**src/rtl/i2cm_pkg.sv**
```systemverilog
package i2cm_pkg;
  localparam int BYTE_W = 8;
  localparam int BCNT_W = $clog2(BYTE_W + 1);
  localparam int REG_AW = 3;
  localparam int NSTAT  = 7;

  localparam logic [REG_AW-1:0] OFS_CTRL = 3'd0;
  localparam logic [REG_AW-1:0] OFS_STAT = 3'd1;
  localparam logic [REG_AW-1:0] OFS_IEN  = 3'd2;
  localparam logic [REG_AW-1:0] OFS_TGT  = 3'd3;
  localparam logic [REG_AW-1:0] OFS_DATA = 3'd4;

  localparam int CB_EN   = 0;
  localparam int CB_GO   = 1;
  localparam int CB_STOP = 2;

  localparam int SB_ADDR  = 0;
  localparam int SB_EMPTY = 1;
  localparam int SB_SENT  = 2;
  localparam int SB_RCVD  = 3;
  localparam int SB_NACK  = 4;
  localparam int SB_ARB   = 5;
  localparam int SB_STOP  = 6;

  typedef enum logic [2:0] {S_IDLE, S_START, S_BYTE, S_HOLD, S_STOP} eng_state_e;
  typedef enum logic [1:0] {K_ADDR, K_TX, K_RX} byte_kind_e;
endpackage

```
**src/rtl/i2cm_regs.sv**
```systemverilog
module i2cm_regs
  import i2cm_pkg::*;
(
  input  logic              clk_i,
  input  logic              rst_ni,
  input  logic              we_i,
  input  logic [REG_AW-1:0] addr_i,
  input  logic [BYTE_W-1:0] wdata_i,
  output logic [BYTE_W-1:0] rdata_o,
  output logic              en_o,
  output logic              go_o,
  output logic              stop_o,
  output logic [BYTE_W-1:0] tgt_o,
  output logic [BYTE_W-1:0] txd_o,
  output logic              tx_full_o,
  output logic              rx_stat_o,
  input  logic              go_ack_i,
  input  logic              stop_ack_i,
  input  logic              load_i,
  input  logic [NSTAT-1:0]  ev_i,
  input  logic [BYTE_W-1:0] rxd_i,
  output logic              irq_o
);
  logic              en_q, go_q, stop_q, full_q;
  logic [NSTAT-1:0]  stat_q, ien_q, stat_nx;
  logic [BYTE_W-1:0] tgt_q, txd_q, rxd_q;
  logic wr_ctrl, wr_stat, wr_ien, wr_tgt, wr_data;

  assign wr_ctrl = we_i && (addr_i == OFS_CTRL);
  assign wr_stat = we_i && (addr_i == OFS_STAT);
  assign wr_ien  = we_i && (addr_i == OFS_IEN);
  assign wr_tgt  = we_i && (addr_i == OFS_TGT);
  assign wr_data = we_i && (addr_i == OFS_DATA);

  // zero-written bits clear, events set last so they win
  always_comb begin
    stat_nx = wr_stat ? (stat_q & wdata_i[NSTAT-1:0]) : stat_q;
    stat_nx = stat_nx | ev_i;
  end

  always_ff @(posedge clk_i or negedge rst_ni) begin
    if (!rst_ni) begin
      en_q   <= 1'b0;
      go_q   <= 1'b0;
      stop_q <= 1'b0;
      full_q <= 1'b0;
      stat_q <= '0;
      ien_q  <= '0;
      tgt_q  <= '0;
      txd_q  <= '0;
      rxd_q  <= '0;
    end else begin
      if (wr_ctrl) begin
        en_q   <= wdata_i[CB_EN];
        go_q   <= wdata_i[CB_GO];
        stop_q <= wdata_i[CB_STOP];
      end
      if (go_ack_i)   go_q   <= 1'b0;
      if (stop_ack_i) stop_q <= 1'b0;
      stat_q <= stat_nx;
      if (wr_ien) ien_q <= wdata_i[NSTAT-1:0];
      if (wr_tgt) tgt_q <= wdata_i;
      if (wr_data) begin
        txd_q  <= wdata_i;
        full_q <= 1'b1;
      end else if (load_i) begin
        full_q <= 1'b0;
      end
      if (ev_i[SB_RCVD]) rxd_q <= rxd_i;
    end
  end

  always_comb begin
    rdata_o = '0;
    case (addr_i)
      OFS_CTRL: begin
        rdata_o[CB_EN]   = en_q;
        rdata_o[CB_GO]   = go_q;
        rdata_o[CB_STOP] = stop_q;
      end
      OFS_STAT: rdata_o[NSTAT-1:0] = stat_q;
      OFS_IEN:  rdata_o[NSTAT-1:0] = ien_q;
      OFS_TGT:  rdata_o = tgt_q;
      OFS_DATA: rdata_o = rxd_q;
      default:  rdata_o = '0;
    endcase
  end

  assign en_o      = en_q;
  assign go_o      = go_q;
  assign stop_o    = stop_q;
  assign tgt_o     = tgt_q;
  assign txd_o     = txd_q;
  assign tx_full_o = full_q;
  assign rx_stat_o = stat_q[SB_RCVD];
  assign irq_o     = |(stat_q & ien_q);

  assert_go_clear_R3: assert property (@(posedge clk_i) disable iff (!rst_ni)
    go_ack_i |=> !go_q);
  assert_stat_keep_R10: assert property (@(posedge clk_i) disable iff (!rst_ni)
    (!wr_stat && ev_i == '0) |=> $stable(stat_q));
  assert_empty_on_load_R4: assert property (@(posedge clk_i) disable iff (!rst_ni)
    load_i |=> stat_q[SB_EMPTY]);
endmodule

```
**src/rtl/i2cm_engine.sv**
```systemverilog
module i2cm_engine
  import i2cm_pkg::*;
(
  input  logic              clk_i,
  input  logic              rst_ni,
  input  logic              tick_i,
  input  logic              en_i,
  input  logic              go_i,
  input  logic              stop_i,
  input  logic [BYTE_W-1:0] tgt_i,
  input  logic [BYTE_W-1:0] txd_i,
  input  logic              tx_full_i,
  input  logic              rx_stat_i,
  output logic              go_ack_o,
  output logic              stop_ack_o,
  output logic              load_o,
  output logic [NSTAT-1:0]  ev_o,
  output logic [BYTE_W-1:0] rxd_o,
  output logic              scl_oe_o,
  output logic              sda_oe_o,
  input  logic              sda_i
);
  localparam logic [BCNT_W-1:0] ACK_SLOT = BCNT_W'(BYTE_W);

  eng_state_e        state_q, state_d;
  byte_kind_e        kind_q, kind_d;
  logic [1:0]        ph_q, ph_d;
  logic [BCNT_W-1:0] bit_q, bit_d;
  logic [BYTE_W-1:0] sh_q, sh_d;
  logic rd_q, rd_d, nacked_q, nacked_d, last_q, last_d, ack_q, ack_d;
  logic scl_q, scl_d, sda_q, sda_d;

  always_comb begin
    state_d = state_q; kind_d = kind_q; ph_d = ph_q; bit_d = bit_q; sh_d = sh_q;
    rd_d = rd_q; nacked_d = nacked_q; last_d = last_q; ack_d = ack_q;
    scl_d = scl_q; sda_d = sda_q;
    go_ack_o = 1'b0; stop_ack_o = 1'b0; load_o = 1'b0; ev_o = '0;
    case (state_q)
      S_IDLE: begin
        if (en_i && go_i) begin
          go_ack_o = 1'b1;
          state_d  = S_START;
          ph_d     = 2'd0;
          sh_d     = tgt_i;
          rd_d     = tgt_i[0];
          kind_d   = K_ADDR;
          nacked_d = 1'b0;
          last_d   = 1'b0;
        end
      end
      S_START: if (tick_i) begin
        ph_d = ph_q + 2'd1;
        case (ph_q)
          2'd0: sda_d = 1'b1;
          2'd2: scl_d = 1'b1;
          2'd3: begin state_d = S_BYTE; bit_d = '0; end
          default: ;
        endcase
      end
      S_BYTE: if (tick_i) begin
        ph_d = ph_q + 2'd1;
        case (ph_q)
          2'd0: begin
            if (bit_q != ACK_SLOT) begin
              sda_d = (kind_q == K_RX) ? 1'b0 : !sh_q[BYTE_W-1];
            end else if (kind_q == K_RX) begin
              sda_d  = !stop_i;   // stop pending: answer NACK
              last_d = stop_i;
            end else begin
              sda_d = 1'b0;
            end
          end
          2'd1: scl_d = 1'b0;
          2'd2: begin
            if (bit_q != ACK_SLOT) begin
              sh_d = {sh_q[BYTE_W-2:0], sda_i};
              if (kind_q != K_RX && sh_q[BYTE_W-1] && !sda_i) begin
                ev_o[SB_ARB] = 1'b1;
                stop_ack_o   = 1'b1;
                scl_d        = 1'b0;
                sda_d        = 1'b0;
                state_d      = S_IDLE;
                ph_d         = 2'd0;
              end
            end else begin
              ack_d = !sda_i;
            end
          end
          default: begin
            scl_d = 1'b1;
            if (bit_q == ACK_SLOT) begin
              state_d = S_HOLD;
              case (kind_q)
                K_ADDR: begin
                  ev_o[SB_ADDR] = 1'b1;
                  kind_d = rd_q ? K_RX : K_TX;
                  if (!ack_q) begin ev_o[SB_NACK] = 1'b1; nacked_d = 1'b1; end
                end
                K_TX: begin
                  if (ack_q) ev_o[SB_SENT] = 1'b1;
                  else begin ev_o[SB_NACK] = 1'b1; nacked_d = 1'b1; end
                end
                default: ev_o[SB_RCVD] = 1'b1;
              endcase
            end else begin
              bit_d = bit_q + BCNT_W'(1);
            end
          end
        endcase
      end
      S_HOLD: begin
        if (nacked_q) begin
          if (stop_i) begin state_d = S_STOP; ph_d = 2'd0; end
        end else if (kind_q == K_RX) begin
          if (last_q) begin
            state_d = S_STOP; ph_d = 2'd0;
          end else if (!rx_stat_i) begin
            state_d = S_BYTE; ph_d = 2'd0; bit_d = '0;
          end
        end else if (stop_i) begin
          state_d = S_STOP; ph_d = 2'd0;
        end else if (tx_full_i) begin
          load_o          = 1'b1;
          ev_o[SB_EMPTY]  = 1'b1;
          sh_d            = txd_i;
          state_d         = S_BYTE; ph_d = 2'd0; bit_d = '0;
        end
      end
      S_STOP: if (tick_i) begin
        ph_d = ph_q + 2'd1;
        case (ph_q)
          2'd0: sda_d = 1'b1;
          2'd1: scl_d = 1'b0;
          2'd2: sda_d = 1'b0;
          default: begin
            state_d       = S_IDLE;
            ev_o[SB_STOP] = 1'b1;
            stop_ack_o    = 1'b1;
          end
        endcase
      end
      default: state_d = S_IDLE;
    endcase
  end

  always_ff @(posedge clk_i or negedge rst_ni) begin
    if (!rst_ni) begin
      state_q <= S_IDLE; kind_q <= K_ADDR; ph_q <= '0; bit_q <= '0; sh_q <= '0;
      rd_q <= 1'b0; nacked_q <= 1'b0; last_q <= 1'b0; ack_q <= 1'b0;
      scl_q <= 1'b0; sda_q <= 1'b0;
    end else begin
      state_q <= state_d; kind_q <= kind_d; ph_q <= ph_d; bit_q <= bit_d; sh_q <= sh_d;
      rd_q <= rd_d; nacked_q <= nacked_d; last_q <= last_d; ack_q <= ack_d;
      scl_q <= scl_d; sda_q <= sda_d;
    end
  end

  assign rxd_o    = sh_q;
  assign scl_oe_o = scl_q;
  assign sda_oe_o = sda_q;

  assert_idle_scl_R3: assert property (@(posedge clk_i) disable iff (!rst_ni)
    (state_q == S_IDLE) |-> !scl_oe_o);
  assert_arb_release_R9: assert property (@(posedge clk_i) disable iff (!rst_ni)
    ev_o[SB_ARB] |=> (!scl_oe_o && !sda_oe_o && state_q == S_IDLE));
  assert_nack_hold_R8: assert property (@(posedge clk_i) disable iff (!rst_ni)
    (state_q == S_HOLD && nacked_q && !stop_i) |=> (state_q == S_HOLD && scl_oe_o));
  assert_rx_wait_R6: assert property (@(posedge clk_i) disable iff (!rst_ni)
    (state_q == S_HOLD && kind_q == K_RX && !nacked_q && !last_q && rx_stat_i)
      |=> (state_q == S_HOLD));
endmodule

```
**src/rtl/i2c_byte_master.sv**
```systemverilog
module i2c_byte_master
  import i2cm_pkg::*;
(
  input  logic              clk_i,
  input  logic              rst_ni,
  input  logic              tick_i,
  input  logic              reg_we_i,
  input  logic [REG_AW-1:0] reg_addr_i,
  input  logic [BYTE_W-1:0] reg_wdata_i,
  output logic [BYTE_W-1:0] reg_rdata_o,
  output logic              irq_o,
  output logic              scl_oe_o,
  output logic              sda_oe_o,
  input  logic              sda_i
);
  logic              en, go, stop, tx_full, rx_stat, go_ack, stop_ack, load;
  logic [BYTE_W-1:0] tgt, txd, rxd;
  logic [NSTAT-1:0]  ev;

  i2cm_regs u_regs (
    .clk_i      (clk_i),
    .rst_ni     (rst_ni),
    .we_i       (reg_we_i),
    .addr_i     (reg_addr_i),
    .wdata_i    (reg_wdata_i),
    .rdata_o    (reg_rdata_o),
    .en_o       (en),
    .go_o       (go),
    .stop_o     (stop),
    .tgt_o      (tgt),
    .txd_o      (txd),
    .tx_full_o  (tx_full),
    .rx_stat_o  (rx_stat),
    .go_ack_i   (go_ack),
    .stop_ack_i (stop_ack),
    .load_i     (load),
    .ev_i       (ev),
    .rxd_i      (rxd),
    .irq_o      (irq_o)
  );

  i2cm_engine u_eng (
    .clk_i      (clk_i),
    .rst_ni     (rst_ni),
    .tick_i     (tick_i),
    .en_i       (en),
    .go_i       (go),
    .stop_i     (stop),
    .tgt_i      (tgt),
    .txd_i      (txd),
    .tx_full_i  (tx_full),
    .rx_stat_i  (rx_stat),
    .go_ack_o   (go_ack),
    .stop_ack_o (stop_ack),
    .load_o     (load),
    .ev_o       (ev),
    .rxd_o      (rxd),
    .scl_oe_o   (scl_oe_o),
    .sda_oe_o   (sda_oe_o),
    .sda_i      (sda_i)
  );
endmodule

```
**config.mk**
```make
export PLATFORM = sky130hd
export DESIGN_NAME = i2c_byte_master
export DESIGN_NICKNAME = d
export VERILOG_FILES = /design/src/rtl/i2cm_pkg.sv /design/src/rtl/i2cm_regs.sv /design/src/rtl/i2cm_engine.sv /design/src/rtl/i2c_byte_master.sv
export SDC_FILE = /design/constraint.sdc
export NUM_CORES = 1
export LEC_CHECK = 0
export BUFFER_PORTS_ARGS = -buffer_cell sky130_fd_sc_hd__buf_2
export CAP_MARGIN = 20
export CORE_MARGIN = 5
export CORE_UTILIZATION = 30
export CTS_BUF_LIST = sky130_fd_sc_hd__clkbuf_16
export DETAILED_ROUTE_END_ITERATION = 10
export PLACE_DENSITY = 0.53
export REMOVE_ABC_BUFFERS = 1
export SKIP_LAST_GASP = 1
export SLEW_MARGIN = 10
export SYNTH_ARGS = -nofsm -noshare
export SYNTH_HDL_FRONTEND = slang
export SYNTH_SLANG_ARGS = --single-unit
export TNS_END_PERCENT = 10
```
**constraint.sdc**
```tcl
create_clock -name clk_i -period 4.9 [get_ports clk_i]
set_input_delay 0.49 -clock clk_i [delete_from_list [all_inputs] [get_ports clk_i]]
set_output_delay 0.49 -clock clk_i [all_outputs]
set_load 0.01 [all_outputs]
```
==> results.ini, run 1 <==
[outcome]
run_status = finished, final reports clean

[timing]
clock_skew_ps = 7.006
finalCritPeriodShare = 0.5208
tightest_slew_ps = 714.2
hold_viol = 0
setup_viol_count_final = 0
max_slew_margin = 0.5239
tns_ps = 0
whs_ps = 127.4
rsz0062_at_grt = no
fmax_mhz = 391.9
fin_crit_ps = 2552
final-max-slew-violation-count = 0

[clock_tree]
cts_max_level = 3
numCtsBuffers = 9
cts_max_path_buffers = 2
path_clk_slew_ps = 60
cts_resized = 0
cts_sinks = 67
cts_root_buf = clkbuf_16
insertion_delay_ps = 340
ctsHoldBuffers = 0
cts_tree = done
cts_setup_buffers = 0

[route]
drt_first_iter_violations = 220
dr.pass1.iters = 5
drc_errors = 0
ant_nets = 0
wl_per_cell_um = 17.83
viasPerCell = 5.249
wirelength_um = 9809
vias = 2887

[synth]
synth-edff-count = 0
yosysTopAreaCell = dfrtp_1
yosysWarnings = 0
ys_async_sr_fraction = 1.000
synth_area_leaders = dfrtp_1 (45%), mux2_2 (9.9%), mux2_1 (4.8%)
synthFlopType = dfrtp_1
synthCells = 356
synth_cell_type_count = 56
synth.most_common_cell = dfrtp_1
synth_common_cells = dfrtp_1 (67), mux2_2 (33), o21ai_0 (28), nand2_1 (27), nor2_1 (19)
yosysSeqAreaShare = 0.4453
postSynthAreaPerCell_um2 = 10.58
ys_ff_latch = 67
syn-cell-area_mm2 = 0.003765
synth_top_area_frac = 0.4453

[die]
die-area_mm2 = 0.01489
core_mm2 = 0.01247
die_x_um = 122.0
num_rows = 41
die_h_um = 122.0
design.portCount = 27
start_util = 0.3020

[global_routing]
grt_overflow = 0
grt_pass1_vias = 2814
antenna_found_initial = 0
grt_usage = 0.1380
grt_max_degree = 47
grt_pass1_wl_um = 15740

[place]
placed_cell_area_mm2 = 0.003993
dp_cells = 533
dp.final_hpwl_um = 7080
io_buffers = 26
place.gp.congestion = 0.8338

[worst_setup_path]
reg2reg_depth = 5
slowest_delay_ps = 800
timing.rr.start = u_eng.state_q[1]
timing.rr.end = u_regs.rxd_q[3]
worstSetupStartpointType = register
worstSetupEndpointType = register
path_class = reg2reg
critical_path_arrival_ps = 2770
cp_cell_sequence = nor3b_4, nand2_1, nor2_1, and3_1, mux2_1
slowest_stage = dfrtp_1
required_ps = 5110
crit_fanout = 23
regToRegSetupSlack_ps = 2350

[pwr]
cellLeakagePower_nw = 1.865
peakVddDrop_v = 0.0002167
p_per_area_mw_per_mm2 = 571.4

[final_layout]
fin_util = 0.3468
fillers = 1283
layout-drive-gt1-share = 0.2249
fin_area_mm2 = 0.004323
antennaDiodeCount = 0
areaGrowthSynthToFinish_pct = 14.82
final_cells = 550
final_net_count = 395

[job]
cap_viol_max_count = 0

[hold_path]
hold_class = in2async

## logic make-up (layout without fill, tap and decap cells)
logic type	count (synthesis)	in the layout	share of synthesized area
and+or+nand+nor	102	102	0.1552
DFF	67	67	0.4453
adders and majority gates	6	6	0.01994
muxes	64	64	0.1864
AOI/OAI and AO/OA	83	83	0.1466
buffers and inverters	33	55	0.04420
xor gates and xnor gates	1	1	0.002327
## area by class of cell
cell class / count / area (um2) / share of cell area
clock buffers: 9 / 225.2 / 0.05210
clock inverters: 7 / 90.09 / 0.02084
inverters: 11 / 41.29 / 0.009551
multi-input cells: 256 / 1922 / 0.4446
flip-flops and latches: 67 / 1677 / 0.3878
well taps: 172 / 215.2 / 0.04978
repair buffers: 28 / 152.6 / 0.03531
## placed cells by master (no fill, tap or decap), types with 15 or more instances in the layout
cell and count:
mux2_2 33, mux2_1 16, dfrtp_1 67, a21oi_1 17, buf_2 26, nor2_1 19, nand2_1 27, o21ai_0 28
mux2i_1 15
## flip-flops by register name, summed over array words and instances (netlist names), 2 cells and up
signal and flops:
u_eng.rxd_o 8, u_regs.rxd_q 8, u_regs.tgt_o 8, u_regs.txd_o 8, u_regs.ien_q 7, u_regs.stat_q 7, u_eng.bit_q 4, u_eng.state_q 3
u_eng.kind_q 2, u_eng.ph_q 2
## layer usage
layer	routed length (um)	track usage	part of all wire
met5	0	0	0
met1	4456	0.1910	0.45
met3	575	0.03389	0.059
met4	157	0.04482	0.016
met2	4620	0.2124	0.47
## where the power goes
part / total [mW] / switching, mW / internal (mW) / leakage [nW]
Combinational: 0.895 / 0.462 / 0.433 / 0.869
Clock: 0.688 / 0.245 / 0.443 / 0.153
Sequential: 0.887 / 0.193 / 0.694 / 0.843
## critical path: cells and delay by family (launching register included)
family | cells | cell delay (ps)
AND/OR/NAND/NOR | 4 | 1240
multiplexers | 1 | 380
flip-flops | 1 | 800
## stage by stage
stage | total power, mW | worst slack (ps)
2_1_floorplan | 1.518 | 2772
3_3_place_gp | 1.756 | 2395
3_5_place_dp | 1.778 | 2327
4_1_cts | 2.478 | 2317
5_1_grt | 2.631 | 2203
6_report | 2.470 | 2348
## how the worst max path moves through the flow
stage	startpoint	endpoint	slack, ps
6_report	u_eng.state_q[1]	u_regs.rxd_q[3]	2350
5_1_grt	u_eng.state_q[1]	u_regs.rxd_q[3]	2200
4_1_cts	u_eng.state_q[0]	u_regs.rxd_q[3]	2320
3_5_place_dp	u_eng.state_q[0]	u_regs.rxd_q[3]	2330
3_3_place_gp	u_eng.state_q[0]	u_regs.rxd_q[3]	2390
2_1_floorplan	u_eng.state_q[0]	u_regs.rxd_q[0]	2770
Note: power is estimated with default switching activity, not from simulation.
==> run 2, diff against run 1 <==
==> constraint.sdc (replaced) <==
create_clock -name clk_i -period 2.45 [get_ports clk_i]
set_input_delay 0.245 -clock clk_i [delete_from_list [all_inputs] [get_ports clk_i]]
set_output_delay 0.245 -clock clk_i [all_outputs]
set_load 0.01 [all_outputs]
==> results.ini, run 2 (same netlist as run 1, synthesis figures left out) <==
[pwr]
cellLeakagePower_nw = 1.881
power.share.clock = 0.239
p_comb_frac = 0.402
p_sw_frac = 0.3792
peakVddDrop_v = 0.0003899
p_per_area_mw_per_mm2 = 1104
sequentialPowerShare = 0.359
intPower_mw = 2.958
switching_power_mw = 1.807
power_mw = 4.764

[worst_setup_path]
endpoint = u_eng.rxd_o[1]
critical_path_arrival_ps = 2330
required_ps = 2660
path_class = reg2reg
crit_start = u_eng.state_q[0]
crit_fanout = 17
worstSetupEndpointType = register
timing.rr.start = u_eng.state_q[0]
regToRegSetupSlack_ps = 330
timing.rr.end = u_eng.rxd_o[1]
reg2reg_depth = 5
worstSetupStartpointType = register

[global_routing]
grt_pass1_wl_um = 15970
grt_pass1_vias = 2894
grt_max_degree = 68
antenna_found_initial = 0
grt_usage = 0.1395
grt_overflow = 0

[timing]
final-max-slew-violation-count = 0
hold_viol = 0
finalCritPeriodShare = 0.8661
fin_crit_ps = 2122
tns_ps = 0
finalWorstSetupSlack_ps = 328.1
rsz0062_at_grt = no
tightest_slew_ps = 866.7
setup_viol_count_final = 0
max_slew_margin = 0.4222
fmax_mhz = 471.3
clock_skew_ps = 7.309

[place]
post-place-ws_ps = 335.1
place.gp.congestion = 0.8621
dp.final_hpwl_um = 7086
io_buffers = 26

[die]
num_rows = 41
die-area_mm2 = 0.01489
start_util = 0.3020
core_mm2 = 0.01247
design.portCount = 27
die_x_um = 122.0
die_h_um = 122.0

[clock_tree]
cts_sinks = 67
cts_tree = done
cts_max_level = 3
numCtsBuffers = 9
insertion_delay_ps = 330
path_clk_slew_ps = 50
cts_resized = 0
cts_max_path_buffers = 2
cts_root_buf = clkbuf_16
cts_setup_buffers = 0
ctsHoldBuffers = 0

[route]
vias = 2801
drc_errors = 0
dr.pass1.iters = 4
wl_per_cell_um = 17.36
ant_nets = 0
viasPerCell = 5.029
wirelength_um = 9668
drt_first_iter_violations = 271

[hold_path]
hold_class = in2async

[final_layout]
fillers = 1259
final_common_cell = dfrtp_1
antennaDiodeCount = 0
areaGrowthSynthToFinish_pct = 14.62
layout-drive-gt1-share = 0.2312
final_net_count = 402
final_cell_mix = dfrtp_1 (67), mux2_2 (33), o21ai_0 (28)

[job]
cap_viol_max_count = 0

[outcome]
run_status = finished, final reports clean

[run 2: worst min-delay path by stage]
| stage | start | endpoint | cells past startpoint |
|---|---|---|---|
| 2_1_floorplan | rst_ni | u_eng.ack_q | 0 |
| 3_3_place_gp | u_regs.rxd_q[3] | u_regs.rxd_q[3] | 1 |
| 5_1_grt | sda_i | u_eng.ack_q | 2 |
| 6_report | rst_ni | u_eng.scl_oe_o | 2 |
| 4_1_cts | sda_i | u_eng.ack_q | 2 |
| 3_5_place_dp | u_regs.rxd_q[3] | u_regs.rxd_q[3] | 1 |
[run 2: stage by stage]
stage / cells / util / cell area, um2 / hold slack, ps
after global routing: 557 / 0.3462 / 4315 / 151.7
after detailed placement: 541 / 0.3251 / 4053 / 479.2
after global placement: 541 / 0.3251 / 4053 / 470.3
after floorplan: 334 / - / 3640 / -50.59
after CTS: 557 / 0.3462 / 4315 / 137.0
final: 557 / 0.3462 / 4315 / 97.71
[run 2: cell type report]
type,instances,area (um2),share of cell area
Clock inverter,7,37.54,0.008698
Clock buffer,9,225.2,0.05219
Sequential cell,67,1677,0.3885
Inverter,11,41.29,0.009568
Timing Repair Buffer,35,197.7,0.04581
Tap cell,172,215.2,0.04987
Multi-Input combinational cell,256,1922,0.4453
[run 2: worst max-delay path, cell delays in order, from the launching register on]
cell and delay, ps:
dfrtp_1 680, buf_4 350, or2_1 220, nand3b_1 190, nand4_4 210, mux2_1 370
[run 2: metal layers]
layer,global-route usage,routed length [um],vias up
met5,0,0,-
li1,-,-,1347
met4,0.03782,100,0
met3,0.04039,601,9
met1,0.1928,4555,1360
met2,0.2141,4410,85
[run 2: power groups by stage]
stage,Clock [mW],Combinational (mW),Sequential (mW)
detailed placement,0,1.92,1.73
global route,1.23,2.12,1.76
CTS,1.18,1.93,1.71
floorplan,0,1.35,1.68
global placement,0,1.90,1.72
finish,1.14,1.91,1.71
==> run 3, diff against run 2 <==
--- a/config.mk
+++ b/config.mk
@@ -8,10 +8,10 @@
 export BUFFER_PORTS_ARGS = -buffer_cell sky130_fd_sc_hd__buf_2
 export CAP_MARGIN = 20
 export CORE_MARGIN = 5
-export CORE_UTILIZATION = 30
+export CORE_UTILIZATION = 57
 export CTS_BUF_LIST = sky130_fd_sc_hd__clkbuf_16
 export DETAILED_ROUTE_END_ITERATION = 10
-export PLACE_DENSITY = 0.53
+export PLACE_DENSITY = 0.84
 export REMOVE_ABC_BUFFERS = 1
 export SKIP_LAST_GASP = 1
 export SLEW_MARGIN = 10
==> results.ini, run 3 (same netlist as run 1, synthesis figures left out) <==
[outcome]
run_status = finished, final reports clean

[die]
start_util = 0.5895
die-area_mm2 = 0.008330
design.portCount = 27
num_rows = 29
core_mm2 = 0.006386
die_h_um = 91.27
die_x_um = 91.27

[clock_tree]
numCtsBuffers = 9
insertion_delay_ps = 330
cts_root_buf = clkbuf_16
cts_resized = 0
cts_sinks = 67
cts_max_level = 3
cts_tree = done
cts_max_path_buffers = 2
path_clk_slew_ps = 60
cts_setup_buffers = 0

[place]
placed_cell_area_mm2 = 0.003931
place.gp.congestion = 0.9715
io_buffers = 26
dp_cells = 444
dp.final_hpwl_um = 6238
post-place-ws_ps = 315.2

[global_routing]
grt_overflow = 0
grt_pass1_wl_um = 15350
grt_max_degree = 68
grt_pass1_vias = 3076
grt_usage = 0.2271
antenna_found_initial = 0

[pwr]
intPower_mw = 3.183
p_per_area_mw_per_mm2 = 1175
sequentialPowerShare = 0.345
p_sw_frac = 0.3642
power_mw = 5.006
peakVddDrop_v = 0.0006966
p_comb_frac = 0.383
switching_power_mw = 1.823
cellLeakagePower_nw = 1.900
power.share.clock = 0.272

[route]
vias = 2986
drt_first_iter_violations = 231
drc_errors = 0
wirelength_um = 8928
ant_nets = 0
viasPerCell = 6.477
wl_per_cell_um = 19.37
dr.pass1.iters = 8

[timing]
rsz0062_at_grt = no
final-max-slew-violation-count = 0
finalWorstSetupSlack_ps = 263.0
fmax_mhz = 457.2
hold_viol = 0
clock_skew_ps = 5.557
finalCritPeriodShare = 0.8927
fin_crit_ps = 2187
max_slew_margin = 0.5856
setup_viol_count_final = 0
whs_ps = 163.4
tns_ps = 0
tightest_slew_ps = 620.2

[final_layout]
final_net_count = 401
layout-drive-gt1-share = 0.2344
final_common_cell = dfrtp_1
final_cells = 461
antennaDiodeCount = 0
fin_area_mm2 = 0.004260
areaGrowthSynthToFinish_pct = 13.16
final_cell_mix = dfrtp_1 (67), mux2_2 (33), o21ai_0 (28)
fin_util = 0.6671

[worst_setup_path]
path_class = reg2reg
required_ps = 2650
worstSetupEndpointType = register
worstSetupStartpointType = register
critical_path_arrival_ps = 2390
crit_fanout = 5

[job]
cap_viol_max_count = 0

[hold_path]
hold_class = in2reg

==> run 3: path summary, 6_finish.rpt <==
| path | start | end | slack, ps | cells after the start |
|---|---|---|---|---|
| min in group asynchronous | rst_ni | u_regs.tgt_o[3] | 460 | 3 |
| worst max-delay path | u_eng.ph_q[0] | u_eng.state_q[1] | 260 | 7 |
| worst min-delay path | reg_wdata_i[7] | u_regs.txd_o[7] | 160 | 2 |
| worst max register to register | u_eng.ph_q[0] | u_eng.state_q[1] | 260 | 7 |
| worst min register to register | u_eng.sda_oe_o | u_eng.sda_oe_o | 490 | 1 |
| max in group asynchronous | rst_ni | u_eng.kind_q[1] | 1700 | 3 |
==> run 3: power by group through the flow <==
stage                     Sequential (mW)  Combinational (mW)  Clock [mW]
after global routing                 1.77                2.13        1.45
after floorplan                      1.68                1.35           0
after detailed placement             1.73                1.89           0
after CTS                            1.71                1.92        1.37
after global placement               1.71                1.81           0
final                                1.73                1.92        1.36
==> run 3: routing by layer <==
layer / vias to the layer above / track usage / part of all wire
met5: - / 0 / 0
met2: 140 / 0.3756 / 0.48
li1: 1344 / - / -
met3: 28 / 0.05537 / 0.072
met4: 0 / 0.07946 / 0.024
met1: 1474 / 0.2910 / 0.42
==> run 3: final cells by class <==
class                           instances  area, um2
Sequential cell                        67       1677
Tap cell                               77      96.34
Clock inverter                          7      93.84
Multi-Input combinational cell        256       1922
Clock buffer                            9      225.2
Fill cell                             476       2126
Inverter                               11      41.29
Timing Repair Buffer                   34      205.2
==> run 3: what timing repair did <==
item | CTS | global route
hold buffers | 1 | 0
setup endpoints to repair | 0 | 0
endpoints found under the hold margin | 67 | 0
==> run 3: worst max-delay path, stage by stage (launching register included) <==
cell and delay, ps:
dfrtp_1 410, inv_1 90, ha_1 260, or3b_1 390
o31ai_1 210, o21bai_1 150, and3_4 230, mux2_1 330
